==> src/rtl/rgbseq_pkg.sv <==
package rgbseq_pkg;
  localparam int POS_W  = 6;
  localparam int CODE_W = 5;
  localparam int SEL_W  = 3;
  localparam int LEN_W  = POS_W + 1;
  localparam int PROD_W = CODE_W + LEN_W;
  localparam int MAX_PERIOD = 5;

  // Ramp length in frame positions for a slope select code.
  function automatic logic [LEN_W-1:0] fade_len(input logic [SEL_W-1:0] sel);
    case (sel)
      3'd1:    return LEN_W'(2);
      3'd2:    return LEN_W'(4);
      3'd3:    return LEN_W'(8);
      3'd4:    return LEN_W'(16);
      3'd5:    return LEN_W'(32);
      3'd6:    return LEN_W'(48);
      3'd7:    return LEN_W'(32);
      default: return '0;
    endcase
  endfunction

  // floor(tgt*n/len) with the divisor fixed per select code.
  function automatic logic [CODE_W-1:0] fade_scale(input logic [CODE_W-1:0] tgt,
                                                   input logic [LEN_W-1:0] n,
                                                   input logic [SEL_W-1:0] sel);
    logic [PROD_W-1:0] p;
    logic [PROD_W-1:0] q;
    p = PROD_W'(tgt) * PROD_W'(n);
    case (sel)
      3'd1:      q = p >> 1;
      3'd2:      q = p >> 2;
      3'd3:      q = p >> 3;
      3'd4:      q = p >> 4;
      3'd5, 3'd7: q = p >> 5;
      3'd6:      q = p / PROD_W'(48);
      default:   q = '0;
    endcase
    return q[CODE_W-1:0];
  endfunction

  function automatic logic [CODE_W-1:0] env_level(input logic [POS_W-1:0] pos,
                                                  input logic [POS_W-1:0] on_p,
                                                  input logic [POS_W-1:0] off_p,
                                                  input logic [CODE_W-1:0] tgt,
                                                  input logic [SEL_W-1:0] fin,
                                                  input logic [SEL_W-1:0] fout);
    logic [POS_W-1:0] span, since_on, since_off;
    logic [LEN_W-1:0] lin, lout;
    span      = off_p - on_p;
    since_on  = pos - on_p;
    since_off = pos - off_p;
    lin  = fade_len(fin);
    lout = fade_len(fout);
    if (on_p == off_p) return '0;
    if (since_on < span) begin
      if (LEN_W'(since_on) < lin) return fade_scale(tgt, LEN_W'(since_on) + LEN_W'(1), fin);
      return tgt;
    end
    if (LEN_W'(since_off) < lout)
      return fade_scale(tgt, lout - LEN_W'(1) - LEN_W'(since_off), fout);
    return '0;
  endfunction
endpackage

==> src/rtl/frame_timer.sv <==
module frame_timer
  import rgbseq_pkg::*;
#(
  parameter int BASE_SHIFT = 11
) (
  input  logic             clk,
  input  logic             rst_n,
  input  logic             tick,
  input  logic             auto_en,
  input  logic             one_shot,
  input  logic [SEL_W-1:0] period_sel,
  output logic [POS_W-1:0] pos_o,
  output logic             done_o
);
  localparam int SUB_W = BASE_SHIFT + MAX_PERIOD;

  logic [SUB_W-1:0] sub_q;
  logic [POS_W-1:0] pos_q;
  logic             done_q, en_q, os_q;
  logic [SEL_W-1:0] code_c;
  logic [SUB_W:0]   lim_wide;
  logic [SUB_W-1:0] sub_lim;
  logic             cfg_chg, pos_step, frame_end;

  assign code_c    = (period_sel > SEL_W'(MAX_PERIOD)) ? SEL_W'(MAX_PERIOD) : period_sel;
  assign lim_wide  = ((SUB_W + 1)'(1) << (BASE_SHIFT + int'(code_c))) - (SUB_W + 1)'(1);
  assign sub_lim   = lim_wide[SUB_W-1:0];
  assign cfg_chg   = (auto_en != en_q) || (one_shot != os_q);
  assign pos_step  = auto_en && !done_q && tick && (sub_q >= sub_lim);
  assign frame_end = pos_step && (pos_q == {POS_W{1'b1}}) && one_shot;

  always_ff @(posedge clk or negedge rst_n) begin
    if (!rst_n) begin
      sub_q <= '0; pos_q <= '0; done_q <= 1'b0; en_q <= 1'b0; os_q <= 1'b0;
    end else begin
      en_q <= auto_en;
      os_q <= one_shot;
      if (cfg_chg || !auto_en) begin
        sub_q <= '0; pos_q <= '0; done_q <= 1'b0;
      end else if (pos_step) begin
        sub_q <= '0;
        pos_q <= pos_q + POS_W'(1);
        if (frame_end) done_q <= 1'b1;
      end else if (tick && !done_q) begin
        sub_q <= sub_q + SUB_W'(1);
      end
    end
  end

  assign pos_o  = pos_q;
  assign done_o = done_q;


  pos_step_chk: assert property (@(posedge clk) disable iff (!rst_n)
    (pos_q != $past(pos_q)) |-> (pos_q == $past(pos_q) + POS_W'(1) || pos_q == '0));

  tick_hold_chk: assert property (@(posedge clk) disable iff (!rst_n)
    (!tick && !cfg_chg) |=> $stable(pos_q));

  done_hold_chk: assert property (@(posedge clk) disable iff (!rst_n)
    (done_q && !cfg_chg) |=> done_q);

  done_at_zero_chk: assert property (@(posedge clk) disable iff (!rst_n)
    $rose(done_q) |-> (pos_q == '0));
endmodule

==> src/rtl/env_chan.sv <==
module env_chan
  import rgbseq_pkg::*;
(
  input  logic              clk,
  input  logic              rst_n,
  input  logic [POS_W-1:0]  pos,
  input  logic [POS_W-1:0]  on_p,
  input  logic [POS_W-1:0]  off_p,
  input  logic [CODE_W-1:0] tgt,
  input  logic [SEL_W-1:0]  fin,
  input  logic [SEL_W-1:0]  fout,
  output logic [CODE_W-1:0] level
);
  assign level = env_level(pos, on_p, off_p, tgt, fin, fout);


  dark_equal_chk: assert property (@(posedge clk) disable iff (!rst_n)
    (on_p == off_p) |-> (level == '0));

  level_cap_chk: assert property (@(posedge clk) disable iff (!rst_n)
    level <= tgt);
endmodule

==> src/rtl/rgb_fade_seq.sv <==
module rgb_fade_seq
  import rgbseq_pkg::*;
#(
  parameter int NCH        = 3,
  parameter int BASE_SHIFT = 11
) (
  input  logic                    clk,
  input  logic                    rst_n,
  input  logic                    tick,
  input  logic                    auto_en,
  input  logic                    one_shot,
  input  logic [SEL_W-1:0]        period_sel,
  input  logic [SEL_W-1:0]        fin_sel,
  input  logic [SEL_W-1:0]        fout_sel,
  input  logic [NCH*POS_W-1:0]    on_pos,
  input  logic [NCH*POS_W-1:0]    off_pos,
  input  logic [NCH*CODE_W-1:0]   target,
  input  logic [NCH-1:0]          ch_en,
  input  logic                    follow,
  input  logic [POS_W-1:0]        sync_pos_i,
  input  logic                    sync_done_i,
  output logic [POS_W-1:0]        tm_pos,
  output logic                    tm_done,
  output logic [NCH*CODE_W-1:0]   code_o
);
  logic [POS_W-1:0] pos_eff;
  logic             done_eff;

  frame_timer #(.BASE_SHIFT(BASE_SHIFT)) u_timer (
    .clk(clk), .rst_n(rst_n), .tick(tick), .auto_en(auto_en),
    .one_shot(one_shot), .period_sel(period_sel),
    .pos_o(tm_pos), .done_o(tm_done)
  );

  assign pos_eff  = follow ? sync_pos_i  : tm_pos;
  assign done_eff = follow ? sync_done_i : tm_done;

  for (genvar i = 0; i < NCH; i++) begin : g_ch
    logic [CODE_W-1:0] lvl;
    logic [CODE_W-1:0] tgt_i;
    assign tgt_i = target[i*CODE_W +: CODE_W];

    env_chan u_env (
      .clk(clk), .rst_n(rst_n), .pos(pos_eff),
      .on_p(on_pos[i*POS_W +: POS_W]), .off_p(off_pos[i*POS_W +: POS_W]),
      .tgt(tgt_i), .fin(fin_sel), .fout(fout_sel), .level(lvl)
    );

    always_comb begin
      if (!ch_en[i])      code_o[i*CODE_W +: CODE_W] = '0;
      else if (!auto_en)  code_o[i*CODE_W +: CODE_W] = tgt_i;
      else if (done_eff)  code_o[i*CODE_W +: CODE_W] = '0;
      else                code_o[i*CODE_W +: CODE_W] = lvl;
    end


    ch_gate_chk: assert property (@(posedge clk) disable iff (!rst_n)
      !ch_en[i] |-> (code_o[i*CODE_W +: CODE_W] == '0));

    done_dark_chk: assert property (@(posedge clk) disable iff (!rst_n)
      (auto_en && done_eff) |-> (code_o[i*CODE_W +: CODE_W] == '0));
  end
endmodule

==> config.mk <==
export PLATFORM = sky130hd
export DESIGN_NAME = rgb_fade_seq
export DESIGN_NICKNAME = d
export VERILOG_FILES = /design/src/rtl/rgbseq_pkg.sv /design/src/rtl/frame_timer.sv /design/src/rtl/env_chan.sv /design/src/rtl/rgb_fade_seq.sv
export SDC_FILE = /design/constraint.sdc
export NUM_CORES = 1
export LEC_CHECK = 0
export ABC_AREA = 1
export BUFFER_PORTS_ARGS = -buffer_cell sky130_fd_sc_hd__buf_2
export CORE_MARGIN = 2
export CORE_UTILIZATION = 50
export CTS_BUF_LIST = sky130_fd_sc_hd__clkbuf_16
export DETAILED_ROUTE_END_ITERATION = 6
export PLACE_DENSITY = 0.68
export SYNTH_ARGS = -nofsm -noshare
export SYNTH_HDL_FRONTEND = slang
export SYNTH_SLANG_ARGS = --single-unit
==> constraint.sdc <==
create_clock -name clk -period 32 [get_ports clk]
set_input_delay 6.4 -clock clk [delete_from_list [all_inputs] [get_ports clk]]
set_output_delay 6.4 -clock clk [all_outputs]
set_load 0.005 [all_outputs]
==> flow_summary.yaml <==
global_routing:
  grt_overflow: 0
  met2_usage: 0.469
  antenna_found_initial: 0
  grt_pass1_vias: 14739
  busiest_layer: "met2"
  grt_use_total: 0.275
  grt_max_degree: 31
  grt_pass1_wl_um: 71100
  gr-usage-met3: 0.0317
  use_met1: 0.373
timing:
  fin_crit_sh: 0.659
  setup_viol: 0
  final.setup_skew_ns: 0.00366
  tightest_slew_ns: 1.11
  final.setup.worst_slack_ns: 10.90
  period_minus_slack_ns: 21.10
  hold_viol_final: 0
  setup_tns_ns: 0
  maxSlewViolCount: 0
  worst_slew_margin_rel: 0.258
  rsz0062_at_grt: "false"
  whs_ns: 0.499
  fmax_ghz: 0.0474
floorplan:
  fp-row-count: 63
  io_pins: 98
  dieArea_sq_mm: 0.0316
  fp.dieW_um: 178
  chipHeight_um: 178
  initial_core_util: 0.509
  core_sq_mm: 0.0296
setup_path:
  cp.required_ns: 25.60
  cp_slowest_stage_delay_ns: 0.83
  cp.arrival_ns: 14.70
  cp_max_fo: 10
  r2r_cells: 15
  cp-end-kind: "output pin"
  timing.rr.start: "u_timer.sub_q[5]"
  r2r-end: "u_timer.pos_o[4]"
  startpoint_type: "primary input"
  path_common_cell: "nand2_1"
  ff2ff_setup_slack_ns: 28.83
  slowest_stage: "o21ai_0"
  path_class: "in -> out"
status:
  status: "completed"
drt:
  num_vias: 15369
  drc_errors: 0
  wire_per_inst_um: 15.2
  route.antenna.remaining_nets: 0
  firstDrtPassIters: 6
  drt_iter0_markers: 1231
  finalWirelength_um: 43000
  routed_via_density: 5.42
cts:
  cts_buffer_depth: 2
  clkTransAtPathRegs_ns: 0.06
  cts_resized: 0
  clk_latency_ns: 0.26
  cts-root-buf: "clkbuf_16"
  cts_setup_buffers: 0
  tritoncts.num_buffers: 3
  htree_levels: 1
  cts_sinks: 25
  cts_tree: "done"
  cts-hold-fix-buffers: 0
synthesis:
  yosysMostFrequentCell: "nand2_1"
  synth-edff-count: 0
  netlist_instances: 2367
  ys.flop_type: "dfrtp_1"
  yosysSeqAreaShare: 0.0415
  asyncSetResetFlopFracSynth: 1.00
  netlist_area_sq_mm: 0.0151
  synth_top_area_cell: "ha_1"
  yosysWarnings: 0
  syn_nets: 2785
  synthTopCellsByCount: "nand2_1 (570), inv_1 (485), ha_1 (243)"
  synth.area.top_cells: "ha_1 (20%), nand2_1 (14%), fa_1 (13%)"
  ys_seq_elements: 25
  yosys.area.top_type_share: 0.202
  avgSynthCellArea_sq_um: 6.37
  synth.lib_cells_used.distinct: 58
placed_design:
  hpwl_um: 36700
  placed_area_sq_mm: 0.0160
  gp_congestion: 0.974
  dpl_worst_slack_ns: 11.08
  io_buffers: 97
layout:
  finalInstanceArea_sq_mm: 0.0160
  num-nets-final: 2864
  diodes: 0
  layout-drive-gt1-share: 0.0912
  area_growth_pct: 6.33
hold_path:
  hold_path.class: "reg -> reg"
  hold_end: "u_timer.pos_o[5]"
  holdPathStages: 1
  hp-start: "u_timer.pos_o[5]"
flow_run:
  max_cap_violations: 0
[per-layer routing]
metal | vias to the layer above | wire length (um)
met1 | 7047 | 19300
met2 | 511 | 19800
li1 | 7741 | -
met3 | 70 | 3000
met4 | 0 | 928
met5 | - | 0
[placed cells by master, fill, tap and decap left out, drive strengths merged, types with 47 or more instances in the layout]
master | netlist | final
buf | 2 | 105
inv | 500 | 501
ha | 243 | 243
nand2 | 593 | 593
fa | 99 | 99
xor2 | 47 | 47
nor2 | 205 | 205
a21oi | 144 | 144
nand3 | 115 | 115
o21ai | 88 | 88
[area by class of cell]
type / instances / area, sq um
fillers: 3068 / 13600
repair buffers: 105 / 546
well taps: 390 / 488
clock inverters: 1 / 3.75
multi-input cells: 1807 / 12400
clock buffers: 3 / 75.1
inverters: 504 / 1900
flip-flops and latches: 25 / 626
[per-stage QoR]
stage	cells	util
floorplan	2367	-
global placement	2831	0.538
detailed placement	2831	0.538
CTS	2835	0.541
global route	2835	0.541
finish	2835	0.541
[worst max-delay path by stage]
stage           start        end  slack [ns]
3_3_place_gp   follow  code_o[1]       11.26
5_1_grt        follow  code_o[2]       10.33
2_1_floorplan  follow  code_o[5]       12.45
3_5_place_dp   follow  code_o[0]       11.08
6_report       follow  code_o[2]       10.90
4_1_cts        follow  code_o[0]       11.08
[registers in the layout, summed over array words and instances (netlist names)]
register,cells
u_timer.en_q,1
u_timer.done_o,1
u_timer.sub_q,16
u_timer.os_q,1
u_timer.pos_o,6
[logic make-up after synthesis]
| logic type | share of synthesized area |
|---|---|
| compound gates | 0.158 |
| xor+xnor | 0.0463 |
| fa+ha+maj | 0.333 |
| buf+inv | 0.136 |
| flops | 0.0415 |
| simple gates | 0.285 |
[critical path, delay by kind of cell]
kind,cells,cell delay (ns)
AOI/OAI and AO/OA,9,2.10
and+or+nand+nor,14,1.60
xor gates and xnor gates,2,0.71
adders and majority gates,6,2.58
buffers and inverters,7,1.28
Power is not shown: default switching activity piles up to over one toggle a cycle in this logic, so the estimate is an artifact.
